`src/rtl/opdec_pkg.sv`:
```
package opdec_pkg;

  localparam int OD_OPC_W = 8;
  localparam int OD_FLD_W = 3;
  localparam int OD_CC_W  = 2;
  localparam int OD_CYC_W = 5;

  typedef enum logic [4:0] {
    CL_NOP, CL_STOP, CL_HALT, CL_LD_REG, CL_LD_IMM8, CL_LD_IMM16,
    CL_LD_IND_A, CL_ST_SP, CL_ALU_REG, CL_ALU_IMM, CL_INCDEC8,
    CL_INCDEC16, CL_ADD_HL, CL_ACC_MISC, CL_JR, CL_JP, CL_JP_HL,
    CL_CALL, CL_RET, CL_RETI, CL_RST, CL_PUSH, CL_POP, CL_HIGH_PAGE,
    CL_LD_ABS_A, CL_SP_ARITH, CL_PREFIX, CL_IME_CTL, CL_ILLEGAL
  } iclass_e;

  typedef struct packed {
    iclass_e               cls;
    logic [OD_CYC_W-1:0]   cyc_nt;
    logic [OD_CYC_W-1:0]   cyc_tk;
    logic                  is_cond;
    logic                  illegal;
    logic                  prefix;
    logic                  ime_set;
    logic                  ime_clr;
    logic                  halt;
    logic                  alu_en;
    logic                  rst;
  } dec_t;

  // Unconditional entry: both cycle slots carry the same cost.
  function automatic dec_t od_mk(iclass_e c, logic [OD_CYC_W-1:0] n);
    dec_t r;
    r         = '0;
    r.cls     = c;
    r.cyc_nt  = n;
    r.cyc_tk  = n;
    return r;
  endfunction

  // Conditional entry: separate not-taken and taken costs.
  function automatic dec_t od_cond(iclass_e c, logic [OD_CYC_W-1:0] n,
                                   logic [OD_CYC_W-1:0] t);
    dec_t r;
    r         = od_mk(c, n);
    r.cyc_tk  = t;
    r.is_cond = 1'b1;
    return r;
  endfunction

endpackage

```
`src/rtl/opdec_cond.sv`:
```
module opdec_cond
  import opdec_pkg::*;
#(
  parameter int CC_W = OD_CC_W
) (
  input  logic [CC_W-1:0] cc,
  input  logic            fz,
  input  logic            fc,
  output logic            met
);
  // cc[1] picks the flag, cc[0] picks the polarity
  logic sel_flag;
  assign sel_flag = cc[1] ? fc : fz;
  assign met      = cc[0] ? sel_flag : ~sel_flag;
endmodule

```
`src/rtl/opdec_grp_lo.sv`:
```
module opdec_grp_lo
  import opdec_pkg::*;
#(
  parameter int              FLD_W   = OD_FLD_W,
  parameter logic [FLD_W-1:0] MEM_IDX = 3'd6
) (
  input  logic [1:0]       grp,
  input  logic [FLD_W-1:0] y,
  input  logic [FLD_W-1:0] z,
  output dec_t             d
);
  logic y_mem, z_mem;
  assign y_mem = (y == MEM_IDX);
  assign z_mem = (z == MEM_IDX);

  always_comb begin
    d = od_mk(CL_NOP, 5'd4);
    case (grp)
      2'b00: begin
        case (z)
          3'd0: begin
            case (y)
              3'd0:    d = od_mk(CL_NOP, 5'd4);
              3'd1:    d = od_mk(CL_ST_SP, 5'd20);
              3'd2:    d = od_mk(CL_STOP, 5'd4);
              3'd3:    d = od_mk(CL_JR, 5'd12);
              default: d = od_cond(CL_JR, 5'd8, 5'd12);
            endcase
          end
          3'd1:    d = y[0] ? od_mk(CL_ADD_HL, 5'd8) : od_mk(CL_LD_IMM16, 5'd12);
          3'd2:    d = od_mk(CL_LD_IND_A, 5'd8);
          3'd3:    d = od_mk(CL_INCDEC16, 5'd8);
          3'd4,
          3'd5:    d = od_mk(CL_INCDEC8, 5'd4);
          3'd6:    d = od_mk(CL_LD_IMM8, 5'd8);
          default: d = od_mk(CL_ACC_MISC, 5'd4);
        endcase
      end
      2'b01: begin
        if (y_mem && z_mem) begin
          d      = od_mk(CL_HALT, 5'd4);
          d.halt = 1'b1;
        end else begin
          d = od_mk(CL_LD_REG, (y_mem || z_mem) ? 5'd8 : 5'd4);
        end
      end
      default: begin
        d        = od_mk(CL_ALU_REG, z_mem ? 5'd8 : 5'd4);
        d.alu_en = 1'b1;
      end
    endcase
  end
endmodule

```
`src/rtl/opdec_grp_hi.sv`:
```
module opdec_grp_hi
  import opdec_pkg::*;
#(
  parameter int FLD_W = OD_FLD_W
) (
  input  logic [FLD_W-1:0] y,
  input  logic [FLD_W-1:0] z,
  output dec_t             d
);
  dec_t bad;
  assign bad = '{cls: CL_ILLEGAL, cyc_nt: 5'd4, cyc_tk: 5'd4, illegal: 1'b1,
                 default: '0};

  always_comb begin
    d = bad;
    case (z)
      3'd0: begin
        case (y)
          3'd4, 3'd6: d = od_mk(CL_HIGH_PAGE, 5'd12);
          3'd5:       d = od_mk(CL_SP_ARITH, 5'd16);
          3'd7:       d = od_mk(CL_SP_ARITH, 5'd12);
          default:    d = od_cond(CL_RET, 5'd8, 5'd20);
        endcase
      end
      3'd1: begin
        case (y)
          3'd1: d = od_mk(CL_RET, 5'd16);
          3'd3: begin
            d         = od_mk(CL_RETI, 5'd16);
            d.ime_set = 1'b1;
          end
          3'd5:    d = od_mk(CL_JP_HL, 5'd4);
          3'd7:    d = od_mk(CL_SP_ARITH, 5'd8);
          default: d = od_mk(CL_POP, 5'd12);
        endcase
      end
      3'd2: begin
        case (y)
          3'd4, 3'd6: d = od_mk(CL_HIGH_PAGE, 5'd8);
          3'd5, 3'd7: d = od_mk(CL_LD_ABS_A, 5'd16);
          default:    d = od_cond(CL_JP, 5'd12, 5'd16);
        endcase
      end
      3'd3: begin
        case (y)
          3'd0: d = od_mk(CL_JP, 5'd16);
          3'd1: begin
            d        = od_mk(CL_PREFIX, 5'd4);
            d.prefix = 1'b1;
          end
          3'd6: begin
            d         = od_mk(CL_IME_CTL, 5'd4);
            d.ime_clr = 1'b1;
          end
          3'd7: begin
            d         = od_mk(CL_IME_CTL, 5'd4);
            d.ime_set = 1'b1;
          end
          default: d = bad;
        endcase
      end
      3'd4: d = y[2] ? bad : od_cond(CL_CALL, 5'd12, 5'd24);
      3'd5: begin
        if (!y[0])        d = od_mk(CL_PUSH, 5'd16);
        else if (y == 3'd1) d = od_mk(CL_CALL, 5'd24);
        else              d = bad;
      end
      3'd6: begin
        d        = od_mk(CL_ALU_IMM, 5'd8);
        d.alu_en = 1'b1;
      end
      default: begin
        d     = od_mk(CL_RST, 5'd16);
        d.rst = 1'b1;
      end
    endcase
  end
endmodule

```
`src/rtl/opcode_timing_decoder.sv`:
```
module opcode_timing_decoder
  import opdec_pkg::*;
#(
  parameter int               OPC_W   = OD_OPC_W,
  parameter int               FLD_W   = OD_FLD_W,
  parameter int               CC_W    = OD_CC_W,
  parameter int               CYC_W   = OD_CYC_W,
  parameter logic [FLD_W-1:0] MEM_IDX = 3'd6
) (
  input  logic [OPC_W-1:0] opcode,
  input  logic             flag_z,
  input  logic             flag_c,
  output logic [4:0]       iclass,
  output logic [FLD_W-1:0] reg_dst,
  output logic [FLD_W-1:0] reg_src,
  output logic [1:0]       reg_pair,
  output logic [CC_W-1:0]  cond_code,
  output logic             cond_met,
  output logic             taken,
  output logic [CYC_W-1:0] cycles,
  output logic             illegal,
  output logic             cb_prefix,
  output logic             ime_set,
  output logic             ime_clr,
  output logic             halt,
  output logic             alu_en,
  output logic [FLD_W-1:0] alu_op,
  output logic [OPC_W-1:0] rst_addr
);
  localparam int GRP_LSB = 2 * FLD_W;
  localparam int PAD_W   = OPC_W - 2 * FLD_W;

  logic [1:0]       grp;
  logic [FLD_W-1:0] fy, fz;
  dec_t             d_lo, d_hi, d_sel;

  assign grp = opcode[GRP_LSB +: 2];
  assign fy  = opcode[FLD_W +: FLD_W];
  assign fz  = opcode[0 +: FLD_W];

  opdec_cond #(.CC_W(CC_W)) u_cond (
    .cc  (fy[CC_W-1:0]),
    .fz  (flag_z),
    .fc  (flag_c),
    .met (cond_met)
  );

  opdec_grp_lo #(.FLD_W(FLD_W), .MEM_IDX(MEM_IDX)) u_lo (
    .grp (grp),
    .y   (fy),
    .z   (fz),
    .d   (d_lo)
  );

  opdec_grp_hi #(.FLD_W(FLD_W)) u_hi (
    .y (fy),
    .z (fz),
    .d (d_hi)
  );

  assign d_sel = (&grp) ? d_hi : d_lo;

  assign iclass    = d_sel.cls;
  assign reg_dst   = fy;
  assign reg_src   = fz;
  assign reg_pair  = fy[FLD_W-1 -: 2];
  assign cond_code = fy[CC_W-1:0];
  assign taken     = d_sel.is_cond & cond_met;
  assign cycles    = taken ? d_sel.cyc_tk : d_sel.cyc_nt;
  assign illegal   = d_sel.illegal;
  assign cb_prefix = d_sel.prefix;
  assign ime_set   = d_sel.ime_set;
  assign ime_clr   = d_sel.ime_clr;
  assign halt      = d_sel.halt;
  assign alu_en    = d_sel.alu_en;
  assign alu_op    = d_sel.alu_en ? fy : '0;
  assign rst_addr  = d_sel.rst ? {{PAD_W{1'b0}}, fy, {FLD_W{1'b0}}} : '0;
endmodule

```
`config.mk`:
```
export PLATFORM = sky130hd
export DESIGN_NAME = opcode_timing_decoder
export DESIGN_NICKNAME = d
export VERILOG_FILES = /design/src/rtl/opdec_pkg.sv /design/src/rtl/opdec_cond.sv /design/src/rtl/opdec_grp_lo.sv /design/src/rtl/opdec_grp_hi.sv /design/src/rtl/opcode_timing_decoder.sv
export SDC_FILE = /design/constraint.sdc
export NUM_CORES = 1
export LEC_CHECK = 0
export BUFFER_PORTS_ARGS = -buffer_cell sky130_fd_sc_hd__buf_4
export CAP_MARGIN = 30
export CORE_ASPECT_RATIO = 2
export CORE_UTILIZATION = 25
export DETAILED_ROUTE_END_ITERATION = 8
export PLACE_DENSITY = 0.46
export SYNTH_ARGS = -nofsm -noshare
export SYNTH_HDL_FRONTEND = slang
export SYNTH_HIERARCHICAL = 1
export SYNTH_SLANG_ARGS = --single-unit
```
`constraint.sdc`:
```
create_clock -name vclk -period 1.6
set_input_delay 0.08 -clock vclk [all_inputs]
set_output_delay 0.08 -clock vclk [all_outputs]
set_load 0.005 [all_outputs]
```
==> out/metrics.yaml, run 1 <==
layout-drive-gt1-share: 0.4361
p_switching_w: 0.0003099
post-route-min-period_ps: 1707
dieWidth_um: 60.23
wire_per_inst_um: 14.14
dr.pass1.iters: 4
first_iter_violations: 79
worstPathCellList: "buf_6 -> and3b_4 -> ha_4 -> or3b_1 -> o31ai_2 -> a31o_1 -> mux2i_1 -> a21oi_1 -> buf_4"
dp_cells: 390
post-route-period-util: 1.067
swShare: 0.4819
slew_viol_final: 0
p_leak_nw: 1.099
violations: "setup timing"
antenna_found_initial: 0
cap_violations: 0
peakVddDrop_mv: 0.07869
critPathKind: "in -> out"
track_usage: 0.1540
vias: 1901
critPathLaunch: "opcode[0]"
seq_cells: 0
hold_violations: 0
clkPwrFrac: 0
place.gp.congestion: 0.7869
hpwl_um: 4416
dieArea_um2: 7135
drt-total-wl_um: 5556
cp_slowest_cell: "or3b_1"
fin_total_pwr_w: 0.0006431
grt_pass1_vias: 1806
cp.required_ps: 1520
drcViolationCount: 0
combPwrFrac: 1.000
synthDistinctLibCells: 55
postCtsHoldBufs: 0
fp-row-count: 42
syn_area_per_cell_um2: 6.948
grt_pass1_wl_um: 8700
antenna_cells: 0
postSynthCellCount: 244
yosysSeqAreaShare: 0
start_util: 0.2581
grt_start_max_net_pins: 30
die_height_um: 118.5
hold_slack_ps: 520.9
dp_slack_ps: -161.2
internal-power_w: 0.0003332
synth_area_um2: 1695
rsz0062_at_grt: "yes"
slowest_delay_ps: 360
setup_viol: 4
setup_ws_ps: -107.4
final_core_util: 0.3480
critPathCaptureType: "output pin"
io_buffers: 44
sequentialPowerShare: 0
critPathCapture: "cycles[2]"
final_antenna_net_count: 0
seq_area_um2: 0
start_kind: "input port"
synth_warnings: 6
area_growth_pct: 34.83
cp_max_fo: 2
hold_path_class: "in -> out"
coreArea_um2: 6569
fmax_ghz: 0.5857
outcome: "finished, violations left"
powerDensity_nw_per_um2: 281.3
grt_overflow_total: 0
io_pins: 49
instances_no_fill: 393
vias_per_cell: 4.837
nClkBuffers: 0
final_nets: 318
cp.arrival_ps: 1630
[power by group through the flow]
stage	registers, W	clock network [W]	logic (W)
final	0	0	0.000643
after global placement	0	0	0.000604
after global routing	0	0	0.000697
after floorplan	0	0	0.000393
after CTS	0	0	0.000615
after detailed placement	0	0	0.000602
[synthesized netlist by cell type, types with 5 or more instances]
| library cell | n | area share |
|---|---|---|
| buf_4 | 42 | 0.19 |
| a21oi_1 | 27 | 0.080 |
| nor2_1 | 17 | 0.038 |
| nand2_1 | 16 | 0.035 |
| nand2b_1 | 10 | 0.037 |
| nor3_1 | 10 | 0.030 |
| mux2_4 | 9 | 0.080 |
| nor2b_1 | 9 | 0.033 |
| a211oi_1 | 8 | 0.035 |
| buf_6 | 8 | 0.053 |
| mux2i_1 | 8 | 0.047 |
| and3_1 | 7 | 0.026 |
| o21ai_0 | 5 | 0.015 |
| o21ai_1 | 5 | 0.015 |
[metal layers]
metal	vias to the layer above	GRT usage	part of all wire	wire length, um
met3	14	0.006565	0.032	176
met5	-	0	0	0
met1	888	0.1602	0.34	1914
met2	52	0.3022	0.59	3253
met4	0	0.04942	0.038	211
li1	947	-	-	-
[stage by stage]
step | TNS (ps) | cell area (um^2)
floorplan | 0 | 1759
global placement | -443.6 | 2172
detailed placement | -410.5 | 2172
CTS | -292.4 | 2212
global route | -511.3 | 2286
finish | -245.2 | 2286
[repair_timing]
action	CTS	global route
pin swaps	7	7
setup buffers	1	2
setup endpoints to repair	5	7
gates resized for setup	6	15
[final cells by class]
type / instances / area, um^2
inverters: 5 / 18.77
well taps: 88 / 110.1
repair buffers: 98 / 774.5
multi-input cells: 202 / 1383
fillers: 732 / 4283
[worst max-delay path: cells and delay by family]
family | cells | cell delay [ps]
and+or+nand+nor | 2 | 670
AOI/OAI and AO/OA | 3 | 380
buffers and inverters | 2 | 210
adders and majority gates | 1 | 200
muxes | 1 | 90
[logic make-up (layout without fill, tap and decap cells)]
| logic type | Yosys count | after routing | synth area share |
|---|---|---|---|
| AND/OR/NAND/NOR | 81 | 81 | 0.2583 |
| AO/OA/AOI/OAI | 79 | 79 | 0.3181 |
| other | 3 | 20 | 0.006642 |
| XOR/XNOR | 3 | 3 | 0.01550 |
| buffers and inverters | 59 | 103 | 0.2605 |
| adder cells (fa/ha/maj) | 1 | 1 | 0.007379 |
| multiplexers | 18 | 18 | 0.1336 |
[worst min path at each step]
stage	from	end	slack [ps]	cells after the start
after floorplan	opcode[3]	cond_code[0]	240	1
after global placement	opcode[5]	reg_dst[2]	520	3
after detailed placement	opcode[5]	reg_pair[1]	510	3
after CTS	opcode[5]	reg_pair[1]	520	3
after global routing	opcode[5]	reg_dst[2]	540	3
final	opcode[5]	reg_pair[1]	520	3
[cells in the final DEF (no fill, tap or decap), drive strengths merged, types with 2 or more instances in the layout]
| master | instances |
|---|---|
| a211oi | 8 |
| buf | 98 |
| o221ai | 3 |
| inv | 5 |
| nor3 | 12 |
| and3 | 7 |
| mux2i | 8 |
| nor2b | 9 |
| o2bb2ai | 2 |
| o211ai | 2 |
| a311oi | 2 |
| a21oi | 27 |
| nor2 | 17 |
| a32o | 2 |
| nand2 | 18 |
| o21bai | 2 |
| o22ai | 2 |
| nand2b | 11 |
| a21boi | 2 |
| a31oi | 2 |
| o31ai | 4 |
| conb | 20 |
| mux2 | 10 |
| xor2 | 2 |
| a2bb2oi | 2 |
| a31o | 2 |
| o21ai | 10 |
(Power assumes the default switching activity.)
==> run 2, diff against run 1 <==
==> constraint.sdc (replaced) <==
create_clock -name vclk -period 1.56
set_input_delay 0.078 -clock vclk [all_inputs]
set_output_delay 0.078 -clock vclk [all_outputs]
set_load 0.005 [all_outputs]
==> out/metrics.yaml, run 2 (synthesized netlist as in run 1, its figures left out) <==
fmax_ghz: 0.5793
io_buffers: 44  # unchanged
grt_pass1_wl_um: 9239  # was 8700 um
path_buf_inv: 2  # unchanged
hold_path_class: "in -> out"  # unchanged
setup_ws_ps: -166.1  # was -107.4 ps
outcome: "finished, violations left"  # unchanged
io_pins: 49  # unchanged
first_iter_violations: 74  # was 79
peakVddDrop_mv: 0.1020  # was 0.07869 mV
coreArea_um2: 6569  # unchanged
path_depth: 9  # unchanged
grt_pass1_vias: 1890  # was 1,806
dieArea_um2: 7135  # unchanged
slew_viol_final: 0  # unchanged
start_kind: "input port"  # unchanged
hold_slack_ps: 459.9  # was 520.9 ps
final_antenna_net_count: 0  # unchanged
slowest_delay_ps: 380  # was 360 ps
seq_area_um2: 0  # unchanged
place.gp.congestion: 0.8076  # was 0.7869
critPathKind: "in -> out"  # unchanged
dp_slack_ps: -220.3  # was -161.2 ps
final_cell_mix: "buf_4, a21oi_1, conb_1"  # unchanged
drcViolationCount: 0  # unchanged
hold_violations: 0  # unchanged
cp.arrival_ps: 1650  # was 1630 ps
dr.pass1.iters: 4  # unchanged
rsz0062_at_grt: "yes"  # unchanged
start_util: 0.2581  # unchanged
wire_per_inst_um: 15.00  # was 14.14 um
grt_overflow_total: 0  # unchanged
cp.required_ps: 1480  # was 1520 ps
fillers: 716  # was 732
nClkBuffers: 0  # unchanged
seq_cells: 0  # unchanged
final_nets: 327  # was 318
post-route-period-util: 1.106
vias: 1960  # was 1,901
hpwl_um: 4530  # was 4416 um
die_height_um: 118.5  # unchanged
violations: "setup timing"  # unchanged
cp_max_fo: 3  # was 2
antenna_found_initial: 0  # unchanged
grt_start_max_net_pins: 27  # was 30
powerDensity_nw_per_um2: 292.7  # was 281.3 nW/um^2
cp_slowest_cell: "or3b_4"  # was or3b_1
worstPathCellList: "buf_6 -> and3b_4 -> ha_4 -> or3b_4 -> o31ai_4 -> a31o_1 -> mux2i_1 -> a21oi_1 -> buf_4"  # was buf_6 -> and3b_4 -> ha_4 -> or3b_1 -> o31ai_2 -> a31o_1 -> mux2i_1 -> a21oi_1 -> buf_4
layout_commonest_cell: "buf_4"  # unchanged
track_usage: 0.1668  # was 0.1540
antenna_cells: 0  # unchanged
min_path_cells: 3  # unchanged
post-route-min-period_ps: 1726
critPathCaptureType: "output pin"  # unchanged
fp-row-count: 42  # unchanged
drt-total-wl_um: 6029  # was 5556 um
p_leak_nw: 1.189  # was 1.099 nW
layout-drive-gt1-share: 0.4904  # was 0.4361
fin_total_pwr_w: 0.0007350  # was 0.0006431 W
area_growth_pct: 48.12  # was 34.83%
cap_violations: 0  # unchanged
vias_per_cell: 4.876  # was 4.837
cp_top_family: "simple AND/OR/NAND/NOR gates"  # unchanged
setup_viol: 2  # was 4
dieWidth_um: 60.23  # unchanged
## run 2: cell types whose count changed in the layout (fill, tap and decap cells not counted), moves of 2 or more
cell / delta
nor2_2: +2
buf_6: +2
a21oi_1: -2
buf_8: +2
nor2_1: -2
nand2_1: -2
a311oi_1: -2
buf_12: +3
a311oi_2: +2
## run 2: stage by stage
step,TNS [ps],cells,cell area [um^2],util
4_1_cts,-313.2,401,2444,0.3720
3_5_place_dp,-853.6,394,2227,0.3390
3_3_place_gp,-862.7,394,2227,0.3390
2_1_floorplan,0,261,1772,-
5_1_grt,-528.8,402,2511,0.3823
6_report,-299.2,402,2511,0.3823
## run 2: area by class of cell
type / count / area [um^2] / area share
inverters: 5 / 18.77 / 0.007474
repair buffers: 107 / 922.1 / 0.3672
multi-input cells: 202 / 1460 / 0.5815
well taps: 88 / 110.1 / 0.04385
## run 2: metal layers
metal	vias to the layer above	GRT usage	wire length, um
met2	44	0.3290	3550
li1	974	-	-
met4	0	0.03779	144
met1	934	0.1809	2222
met5	-	0	0
met3	8	0.004376	111
## run 2: tightest hold or removal path, stage by stage
cell,delay [ps]
buf_4,100
buf_4,110
buf_4,100
## run 2: final timing paths
| check | slack, ps | to | start |
|---|---|---|---|
| max | -170 | cycles[2] | opcode[0] |
| min | 460 | reg_dst[0] | opcode[3] |
## run 2: report_power, final
part	switching, W	internal, W
Sequential	0	0
Combinational	0.000349	0.000386
Clock	0	0
## run 2: what timing repair did
item / 4_1_cts / 5_1_grt
pin swaps: 13 / 3
gates cloned: 1 / 0
setup endpoints to repair: 6 / 7
hold buffers: 0 / 0
gates resized for setup: 34 / 14
setup buffers: 6 / 1
==> run 3, diff against run 2 <==
--- a/config.mk
+++ b/config.mk
@@ -7,10 +7,12 @@
 export LEC_CHECK = 0
 export BUFFER_PORTS_ARGS = -buffer_cell sky130_fd_sc_hd__buf_4
 export CAP_MARGIN = 30
+export CELL_PAD_IN_SITES_DETAIL_PLACEMENT = 0
+export CELL_PAD_IN_SITES_GLOBAL_PLACEMENT = 1
 export CORE_ASPECT_RATIO = 2
 export CORE_UTILIZATION = 25
 export DETAILED_ROUTE_END_ITERATION = 8
-export PLACE_DENSITY = 0.46
+export PLACE_DENSITY = 0.61
 export SYNTH_ARGS = -nofsm -noshare
 export SYNTH_HDL_FRONTEND = slang
 export SYNTH_HIERARCHICAL = 1
==> out/metrics.yaml, run 3 (synthesized netlist as in run 1, its figures left out) <==
final_cell_mix: "buf_4, a21oi_1, conb_1"  # unchanged
grt_pass1_vias: 1883  # was 1,890
fillers: 740  # was 716
layout-drive-gt1-share: 0.4510  # was 0.4904
rsz0062_at_grt: "yes"  # unchanged
antenna_cells: 0  # unchanged
die_height_um: 118.5  # unchanged
area_growth_pct: 41.25  # was 48.12%
p_leak_nw: 1.149  # was 1.189 nW
vias: 1921  # was 1,960
place.gp.congestion: 0.8145  # was 0.8076
antenna_found_initial: 0  # unchanged
start_util: 0.2581  # unchanged
layout_commonest_cell: "buf_4"  # unchanged
first_iter_violations: 46  # was 74
grt_pass1_wl_um: 9128  # was 9239 um
cp.arrival_ps: 1620  # was 1650 ps
critPathCaptureType: "output pin"  # unchanged
critPathKind: "in -> out"  # unchanged
grt_overflow_total: 0  # unchanged
dr.pass1.iters: 4  # unchanged
violations: "setup timing"  # unchanged
coreArea_um2: 6569  # unchanged
hold_slack_ps: 575.4  # was 459.9 ps
instances_no_fill: 394  # was 402
slew_viol_final: 0  # unchanged
cap_violations: 0  # unchanged
setup_viol: 4  # was 2
wire_per_inst_um: 14.89  # was 15.00 um
hpwl_um: 4402  # was 4530 um
fin_total_pwr_w: 0.0006979  # was 0.0007350 W
final_nets: 319  # was 327
hold_path_class: "in -> out"  # unchanged
nClkBuffers: 0  # unchanged
outcome: "finished, violations left"  # unchanged
dp_cells: 387  # was 394
fmax_ghz: 0.5890  # was 0.5793 GHz
dpl_cell_area_um2: 2162  # was 2227 um^2
cp_max_fo: 2  # was 3
io_pins: 49  # unchanged
post-route-min-period_ps: 1698  # was 1726 ps
seq_cells: 0  # unchanged
powerDensity_nw_per_um2: 291.4  # was 292.7 nW/um^2
drt-total-wl_um: 5866  # was 6029 um
final_antenna_net_count: 0  # unchanged
dieArea_um2: 7135  # unchanged
dieWidth_um: 60.23  # unchanged
final_area_um2: 2395  # was 2511 um^2
fp-row-count: 42  # unchanged
seq_area_um2: 0  # unchanged
setup_ws_ps: -137.7  # was -166.1 ps
drcViolationCount: 0  # unchanged
hold_violations: 0  # unchanged
post-route-period-util: 1.088  # was 1.106
io_buffers: 44  # unchanged
vias_per_cell: 4.876  # about the same
track_usage: 0.1649  # was 0.1668
grt_start_max_net_pins: 30  # was 27
cp.required_ps: 1480  # about the same
start_kind: "input port"  # unchanged
peakVddDrop_mv: 0.08507  # was 0.1020 mV
[run 3: layout make-up]
type	count	area, um^2	share of cell area
repair buffers	99	857.1	0.3579
well taps	88	110.1	0.04598
multi-input cells	202	1409	0.5883
inverters	5	18.77	0.007837
[run 3: critical path, cell delays in order]
cell and delay (ps):
buf_6 90, and3b_4 310, ha_4 200, or3b_1 360
o31ai_2 80, a31o_1 140, mux2i_1 80, a21oi_1 140
buf_4 130
[run 3: path summary, 6_finish.rpt]
kind      start         to  cells past startpoint
max   opcode[0]  cycles[2]                      9
min   opcode[7]      taken                      4
[run 3: routing by layer]
layer  track usage  vias to the layer above  wire length (um)
met1        0.1736                      921              2153
met3      0.001094                        9                81
met5             0                        -                 0
li1              -                      958                 -
met4       0.04070                        0               128
met2        0.3310                       33              3502
[run 3: report_power, final]
group	internal (W)	leakage (nW)	switching [W]
combinational	0.000366	1.15	0.000332
sequential	0	0	0
clock	0	0	0
total	0.000366	1.15	0.000332
[run 3: stage by stage]
step	setup TNS [ps]	util	worst slack [ps]
6_report	-353.5	0.3646	-137.7
5_1_grt	-691.7	0.3646	-208.5
4_1_cts	-365.5	0.3581	-157.1
3_5_place_dp	-806.1	0.3291	-208.6
3_3_place_gp	-796.7	0.3291	-195.8
2_1_floorplan	0	-	4.916
[run 3: repair_timing]
| item | CTS | global route |
|---|---|---|
| resized for setup | 19 | 15 |
| pin swaps | 9 | 2 |
| setup endpoints to repair | 7 | 7 |
| cloned | 3 | 0 |
| hold buffers | 0 | 0 |
| setup buffers | 5 | 0 |
